==> config.mk <==
export PLATFORM = sky130hd
export DESIGN_NAME = llsc_monitor
export DESIGN_NICKNAME = d
export VERILOG_FILES = /design/src/rtl/llsc_pkg.sv /design/src/rtl/llsc_resv_match.sv /design/src/rtl/llsc_lane_step.sv /design/src/rtl/llsc_monitor.sv
export SDC_FILE = /design/constraint.sdc
export NUM_CORES = 2
export LEC_CHECK = 0
export BUFFER_PORTS_ARGS = -buffer_cell sky130_fd_sc_hd__buf_2
export CAP_MARGIN = 20
export CORE_MARGIN = 1
export CORE_UTILIZATION = 55
export DETAILED_ROUTE_END_ITERATION = 10
export PLACE_DENSITY = 0.72
export SLEW_MARGIN = 25
export SYNTH_ARGS = -nofsm -noshare
export SYNTH_HDL_FRONTEND = slang
export SYNTH_HIERARCHICAL = 1
export SYNTH_SLANG_ARGS = --single-unit
==> constraint.sdc <==
create_clock -name clk -period 3.9 [get_ports clk]
set_input_delay 0.195 -clock clk [delete_from_list [all_inputs] [get_ports clk]]
set_output_delay 0.195 -clock clk [all_outputs]
set_load 0.01 [all_outputs]
==> src/rtl/llsc_pkg.sv <==
package llsc_pkg;
    typedef enum logic [2:0] {
        OP_IDLE  = 3'd0,
        OP_LOAD  = 3'd1,
        OP_STORE = 3'd2,
        OP_LINK  = 3'd3,
        OP_COND  = 3'd4
    } llsc_op_e;
endpackage

==> src/rtl/llsc_resv_match.sv <==
// Produces the mask of reservations that a committed write to wr_addr removes.
module llsc_resv_match #(
    parameter int NREQ = 2,
    parameter int AW   = 4
) (
    input  logic                     wr_hit,
    input  logic [AW-1:0]            wr_addr,
    input  logic [NREQ-1:0]          rv,
    input  logic [NREQ-1:0][AW-1:0]  ra,
    output logic [NREQ-1:0]          clr
);
    for (genvar j = 0; j < NREQ; j++) begin : g_cmp
        assign clr[j] = wr_hit && rv[j] && (ra[j] == wr_addr);
    end
endmodule

==> src/rtl/llsc_lane_step.sv <==
// Applies one lane's request to the state left by the lower-indexed lanes.
module llsc_lane_step
    import llsc_pkg::*;
#(
    parameter int NREQ  = 2,
    parameter int W     = 32,
    parameter int DEPTH = 16,
    parameter int AW    = 4,
    parameter int LANE  = 0
) (
    input  logic [2:0]                  op,
    input  logic [AW-1:0]               addr,
    input  logic [W-1:0]                wdata,
    input  logic [DEPTH-1:0][W-1:0]     mem_i,
    input  logic [NREQ-1:0]             rv_i,
    input  logic [NREQ-1:0][AW-1:0]     ra_i,
    output logic [DEPTH-1:0][W-1:0]     mem_o,
    output logic [NREQ-1:0]             rv_o,
    output logic [NREQ-1:0][AW-1:0]     ra_o,
    output logic                        vld_o,
    output logic [W-1:0]                rsp_o,
    output logic                        we_o
);
    logic            own_ok;
    logic            wr_hit;
    logic [NREQ-1:0] clr;

    assign own_ok = rv_i[LANE] && (ra_i[LANE] == addr);
    assign wr_hit = (op == OP_STORE) || ((op == OP_COND) && own_ok);

    llsc_resv_match #(.NREQ(NREQ), .AW(AW)) u_match (
        .wr_hit (wr_hit),
        .wr_addr(addr),
        .rv     (rv_i),
        .ra     (ra_i),
        .clr    (clr)
    );

    always_comb begin
        mem_o = mem_i;
        rv_o  = rv_i & ~clr;
        ra_o  = ra_i;
        vld_o = (op != OP_IDLE);
        rsp_o = '0;
        we_o  = wr_hit;
        if (wr_hit) begin
            mem_o[addr] = wdata;
        end
        case (op)
            OP_LOAD: rsp_o = mem_i[addr];
            OP_LINK: begin
                rsp_o      = mem_i[addr];
                rv_o[LANE] = 1'b1;
                ra_o[LANE] = addr;
            end
            OP_COND: begin
                rsp_o      = {{(W-1){1'b0}}, own_ok};
                rv_o[LANE] = 1'b0;
            end
            default: ;
        endcase
    end
endmodule

==> src/rtl/llsc_monitor.sv <==
module llsc_monitor
    import llsc_pkg::*;
#(
    parameter int NREQ  = 2,
    parameter int W     = 32,
    parameter int DEPTH = 16,
    localparam int AW   = $clog2(DEPTH)
) (
    input  logic                     clk,
    input  logic                     rst_n,
    input  logic [NREQ-1:0][2:0]     req_op,
    input  logic [NREQ-1:0][AW-1:0]  req_addr,
    input  logic [NREQ-1:0][W-1:0]   req_wdata,
    output logic [NREQ-1:0]          rsp_valid,
    output logic [NREQ-1:0][W-1:0]   rsp_data,
    output logic [NREQ-1:0]          mem_we
);
    typedef struct packed {
        logic [DEPTH-1:0][W-1:0]   mem;
        logic [NREQ-1:0]           rv;
        logic [NREQ-1:0][AW-1:0]   ra;
        logic [NREQ-1:0]           vld;
        logic [NREQ-1:0][W-1:0]    rsp;
        logic [NREQ-1:0]           we;
    } state_t;

    state_t st_d, st_q;

    logic [NREQ:0][DEPTH-1:0][W-1:0] mem_ch;
    logic [NREQ:0][NREQ-1:0]         rv_ch;
    logic [NREQ:0][NREQ-1:0][AW-1:0] ra_ch;
    logic [NREQ-1:0]                 vld_l;
    logic [NREQ-1:0][W-1:0]          rsp_l;
    logic [NREQ-1:0]                 we_l;

    assign mem_ch[0] = st_q.mem;
    assign rv_ch[0]  = st_q.rv;
    assign ra_ch[0]  = st_q.ra;

    for (genvar g = 0; g < NREQ; g++) begin : g_lane
        llsc_lane_step #(
            .NREQ(NREQ), .W(W), .DEPTH(DEPTH), .AW(AW), .LANE(g)
        ) u_step (
            .op    (req_op[g]),
            .addr  (req_addr[g]),
            .wdata (req_wdata[g]),
            .mem_i (mem_ch[g]),
            .rv_i  (rv_ch[g]),
            .ra_i  (ra_ch[g]),
            .mem_o (mem_ch[g+1]),
            .rv_o  (rv_ch[g+1]),
            .ra_o  (ra_ch[g+1]),
            .vld_o (vld_l[g]),
            .rsp_o (rsp_l[g]),
            .we_o  (we_l[g])
        );
    end

    always_comb begin
        st_d     = st_q;
        st_d.mem = mem_ch[NREQ];
        st_d.rv  = rv_ch[NREQ];
        st_d.ra  = ra_ch[NREQ];
        st_d.vld = vld_l;
        st_d.rsp = rsp_l;
        st_d.we  = we_l;
    end

    always_ff @(posedge clk or negedge rst_n) begin
        if (!rst_n) st_q <= '0;
        else        st_q <= st_d;
    end

    assign rsp_valid = st_q.vld;
    assign rsp_data  = st_q.rsp;
    assign mem_we    = st_q.we;

    for (genvar g = 0; g < NREQ; g++) begin : g_chk
        AST_COND_CLEARS_OWN: assert property (@(posedge clk) disable iff (!rst_n)
            (req_op[g] == OP_COND) |=> !st_q.rv[g]);
        AST_COND_UNRESERVED_FAILS: assert property (@(posedge clk) disable iff (!rst_n)
            (req_op[g] == OP_COND && !(st_q.rv[g] && st_q.ra[g] == req_addr[g]))
            |=> (!mem_we[g] && rsp_data[g] == '0));
        AST_COND_STATUS_IS_WRITE: assert property (@(posedge clk) disable iff (!rst_n)
            (req_op[g] == OP_COND) |=> (rsp_data[g] == {{(W-1){1'b0}}, mem_we[g]}));
        AST_READ_NEVER_WRITES: assert property (@(posedge clk) disable iff (!rst_n)
            (req_op[g] == OP_LOAD || req_op[g] == OP_LINK || req_op[g] == OP_IDLE)
            |=> !mem_we[g]);
        AST_STORE_ALWAYS_WRITES: assert property (@(posedge clk) disable iff (!rst_n)
            (rst_n && req_op[g] == OP_STORE) |=> (mem_we[g] && rsp_valid[g]));
        AST_RESP_TRACKS_REQ: assert property (@(posedge clk) disable iff (!rst_n)
            (rst_n && req_op[g] != OP_IDLE) |=> rsp_valid[g]);
    end

    AST_LAST_LINK_RESERVES: assert property (@(posedge clk) disable iff (!rst_n)
        (rst_n && req_op[NREQ-1] == OP_LINK)
        |=> (st_q.rv[NREQ-1] && st_q.ra[NREQ-1] == $past(req_addr[NREQ-1])));
endmodule

**Word level (Yosys, flattened, before mapping)**

Cells that the tools add are included.

- Bits in registers: 590
- Bits in latches: 0
- Bits in writable memories: 0
- ROM bits: 0
- Input bits: 80
- Output and inout bits: 68
- Logic and storage cells: 80
- Memories: 0

- Add/subtract/negate cells: 0
- $mul: 0
- Divide/modulo/power cells: 0
- Magnitude comparators: 4
- Equality and inequality tests: 12
- Shifts and indexed selects: 0
- Muxes and demuxes: 17
- Bitwise logic cells: 4
- Reductions and logical operators: 20

Operators by type and width:

| kind | number |
|---|---|
| $bwmux 512 | 2 |
| $mux 512 | 2 |
| $bmux 32 s4 | 2 |
| $demux 32 s4 | 2 |
| $mux 32 | 4 |
| $pmux 32 s2 | 2 |
| $eq 4x4->1 | 4 |
| $logic_and 1x1->1 | 14 |
| $eq 3x2->1 const B | 4 |
| $lt 4x5->1 const B | 2 |
| $ge 4x1->1 const B | 2 |
| $eq 3x1->1 const B | 2 |
| $eq 3x3->1 const B | 2 |
| $reduce_bool 3->1 | 2 |
| $and 2x2->2 | 2 |
| $mux 4 | 1 |
| $not 2->2 | 2 |
| $pmux 1 s2 | 2 |
| $reduce_or 2->1 | 2 |
| $logic_or 1x1->1 | 2 |

**Longest topological paths before layout**

- Word-level depth: 16
- Depth in mapped cells: 16
- Mapped depth without buffers: 15

**By module**

The synthesis kept the hierarchy.

Modules (own cells, without submodules):

| module | instances | cells each | area an instance (sq um) | seq. area each (sq um) |
|---|---|---|---|---|
| llsc_monitor | 1 | 590 | 14764.2 | 14764.2 |
| llsc_lane_step at g_lane[0].u_step | 1 | 964 | 12350.6 | 0.0 |
| llsc_lane_step at g_lane[1].u_step | 1 | 965 | 11329.6 | 0.0 |
| llsc_resv_match | 2 | 14 | 105.1 | 0.0 |

**Least setup slack after synthesis**

OpenSTA, ideal clock, no wires.

- Kind: reg-to-reg
- Start point: reg st_q (netlist bit ra_ch[1])
- End point: reg st_q (netlist bit mem_ch[100])
- Library setup time: 125 ps
- Data arrival time: 2546 ps
- Required time: 3775 ps
- Setup slack: 1230 ps
- Cell stages (with the launch flop): 14
- Buffers on the path: 2
- Period minus slack after synthesis: 2670 ps
- Cells stage by stage: dfrtp_1 xnor2_4 and3_1 nand2_1 nand2_1 nand3_1 nor4_1 nor2b_1 and4bb_4 buf_4 nand4_1 o21ai_2 buf_6 mux2_2

RTL lines:

| item | line | RTL |
|---|---|---|
| start, declared | llsc_monitor.sv:27 | `state_t st_d, st_q;` |
| start signal, assigned | llsc_monitor.sv:71 | `else st_q <= st_d;` |

==> impl_results.md <==
* Max incr delay on CP at 570 ps
* DRT antenna net count at 0
* Initial antenna violation count at 9
* All-Layer GR Usage at 32.2%
* Fin crit share at 91.1%
* Crit. End Element: flip-flop
* Placer Congestion at 0.845
* Worst Setup Path Type: reg2reg
* Synth Flop Type: dfrtp_1
* Detailed Routing Iterations Pass 1 at 5
* Clk sink count at 590
* DRC at 0
* Cell area after layout at 42200 µm²
* Register area share after synthesis at 38.2%
* Iter 0 DRT Violations at between 2000 and 3000
* First-pass GRT wire length at 170000 µm
* Reg2reg start: rv_ch[0]
* Slew @ Worst Pin at around 1100 ps
* Final hold violations at 0
* Final net count at approximately 2700
* R2R depth at 17
* Max Clk Rate at around 280 MHz
* Critical Path AT at between 4000 and 5000 ps
* Cts bufs inserted at 69
* Core area at a little under 70000 µm²
* Slowest CP cell: dlygate4sd3_1
* Avg Inst Size Synth at ~15 µm²
* Die ar. at 71300 µm²
* Port Buffers at 147
* CP startpoint kind: flip-flop
* Die Wd at between 200 and 300 µm
* Worst Path Buf+Inv at 2
* Die Ht at between 200 and 300 µm
* RSZ-0062 raised after global routing: no
* Final Critical Period at 3550 ps
* Post-synthesis cell area at about 39000 µm²
* R2R setup slack at 350 ps
* Final Setup Violations at 0
* Hpwl dp at ~66000 µm
* GR Overflow Total at 0
* Clock Tree Buf Depth at 3
* Library cells used by synthesis at 58
* Drt total wl at 113000 µm
* Mapped Nets at 2627
* Initial Util at 56.0%
* Clock Tree Root: clkbuf_16
* # rows at 96
* Skew-Pair Late Insertion Delay at roughly 630 ps
* Min Hold Slack at 45.6 ps
* Share of layout cells above drive strength 1 at 55.2%
* H-tree levels at 3
* Register bit total from synthesis at just under 600
* Worst rel slew slack at 27.2%
* DR WL/cell at roughly 32 µm
* I/O pins at 148
* Fin util at 61.1%
* Required time worst endpoint at 4390 ps
* Routed vias/inst at 6.78
* Leak pwr at 18.8 nW
* Ys Warns at 6
* Synth-to-layout area growth at 9.25%
* Max cap viols at 0
* Hold WC Path Type: in2async
* Vias in the first global route at 26357
* Largest net degree at the start of global routing at ~110
* Worst IR Drop VDD at between 300 and 400 µV
* CP max FO at 16
* RR Endpoint: rv_ch[1]
* Dpl cell area at 39800 µm²
* Layout Skew at about 39 ps
* Post-synth ARST share at 100%
* Crit path max-delay family: simple AND/OR/NAND/NOR gates
* TritonCTS clock tree: done
* Via count at 24263
* Post-synth EDFFs at 0
* CP Cell Sequence: and4bb_4, and2_1, nand2_1, nand2_1, nand3_1, nor4_1, nor2b_1, and4bb_4, nand2_2, o21ai_0, buf_4, nand3_1, nor4_1, nor2b_1, a21oi_1, dlygate4sd3_1, nor2_1
* Fin. max-slew vios at 0
* Mapped Cells at 2547
* Reg clk slew, reported paths at 60 ps
* Cell Pwr Density at roughly 480 nW/µm²
* Status: complete, no violations
* Post-Route Setup TNS at 0 ps
## worst max-delay path by stage
stage	slack, ps	startpoint	end	depth (start not counted)
floorplan	1230	ra_ch[1]	mem_ch[100]	13
global placement	580	req_addr[3]	mem_ch[68]	10
detailed placement	530	req_addr[3]	mem_ch[6]	10
CTS	320	rv_ch[0]	rv_ch[1]	17
global route	50	rv_ch[0]	rv_ch[1]	17
finish	350	rv_ch[0]	rv_ch[1]	17
## where the power goes
group | total (mW) | leakage, nW | internal, mW | switching, mW
combinational | 5.76 | 10.1 | 3.52 | 2.24
clock | 6.43 | 1.10 | 3.79 | 2.64
sequential | 8.11 | 7.59 | 7.41 | 0.694
total | 20.3 | 18.8 | 14.7 | 5.57
## cells in the final DEF (no fill, tap or decap), types with 4 or more instances in the layout
cell           count
and2_1             5
buf_12            35
buf_2            140
buf_4             64
buf_6              4
clkbuf_1          15
clkbuf_16         70
clkbuf_8          19
clkinv_2           8
dfrtp_1          590
diode_2            5
dlygate4sd3_1      9
inv_1              8
mux2_1           228
mux2_2           474
mux2_4           330
mux2i_1          131
mux4_2           253
nand2_1           10
nand3_1           25
nand4_1           33
nor2_1             6
nor2b_1           14
o21ai_4           26
o22ai_1           64
xnor2_2            4
xor2_1             8
## per-layer routing
metal	global-route usage (%)	vias up	wire, µm
met5	0	-	21
met3	6.22	301	8330
met2	51.6	1128	54300
li1	-	9903	-
met1	42.6	12927	45400
met4	14.3	4	4850
## synth_stat cells (10+ instances only)
cell type / instances / share of area [%]
buf_1: 14 / 0.14
buf_12: 24 / 1.2
buf_2: 31 / 0.40
buf_4: 62 / 1.2
buf_6: 48 / 1.4
clkbuf_1: 99 / 0.96
dfrtp_1: 590 / 38
mux2_1: 228 / 6.6
mux2_2: 474 / 14
mux2_4: 330 / 13
mux2i_1: 131 / 3.4
mux4_2: 253 / 15
nand2_1: 10 / 0.097
nand3_1: 25 / 0.32
nand4_1: 33 / 0.53
nor2b_1: 14 / 0.23
o21ai_2: 13 / 0.29
o21ai_4: 10 / 0.42
o22ai_1: 64 / 1.0
## state kept, by name, indices dropped and copies added (netlist names)
name       flops
rsp_data      64
mem_we         2
ra_ch          8
rv_ch          2
mem_ch       512
rsp_valid      2
## per-stage QoR
stage / instances / power (mW) / setup WS [ps]
3_5_place_dp: 3440 / 13.9 / 526
4_1_cts: 3567 / 20.4 / 320
6_report: 3578 / 20.3 / 348
2_1_floorplan: 2547 / 12.5 / 1230
5_1_grt: 3577 / 21.2 / 51.7
3_3_place_gp: 3440 / 13.5 / 576
## worst reg2reg max path, stage by stage (launching register included)
cell	delay, ps
dfrtp_1	390
and4bb_4	280
and2_1	190
nand2_1	100
nand2_1	150
nand3_1	110
nor4_1	50
nor2b_1	190
and4bb_4	340
nand2_2	120
o21ai_0	230
buf_4	190
nand3_1	70
nor4_1	180
nor2b_1	100
a21oi_1	150
dlygate4sd3_1	570
nor2_1	40
## final cells by class
| class | count | area, µm² |
|---|---|---|
| clock buffer | 104 | 2070 |
| clock inverter | 14 | 154 |
| antenna | 5 | 12.5 |
| inverter | 8 | 30.0 |
| fill | 5076 | 26800 |
| tap | 931 | 1160 |
| sequential | 590 | 14800 |
| timing repair buffer | 256 | 2090 |
| multi-input combinational | 1670 | 21900 |
## what timing repair did
item                       4_1_cts  5_1_grt
hold endpoints to repair       105        0
setup endpoints to repair        0        1
resized for setup                0        0
hold buffers                     9        0
buffers inserted                 0        4
## kinds of logic after synthesis
family                 count (synthesis)  share of synthesized area, %
multiplexers                        1416                          51.4
AND/OR/NAND/NOR                      126                          2.10
buffers and inverters                287                          5.43
XOR/XNOR                              18                         0.631
flip-flops                           590                          38.2
AO/OA/AOI/OAI                        110                          2.24
Power figures use the tool's default switching activity.
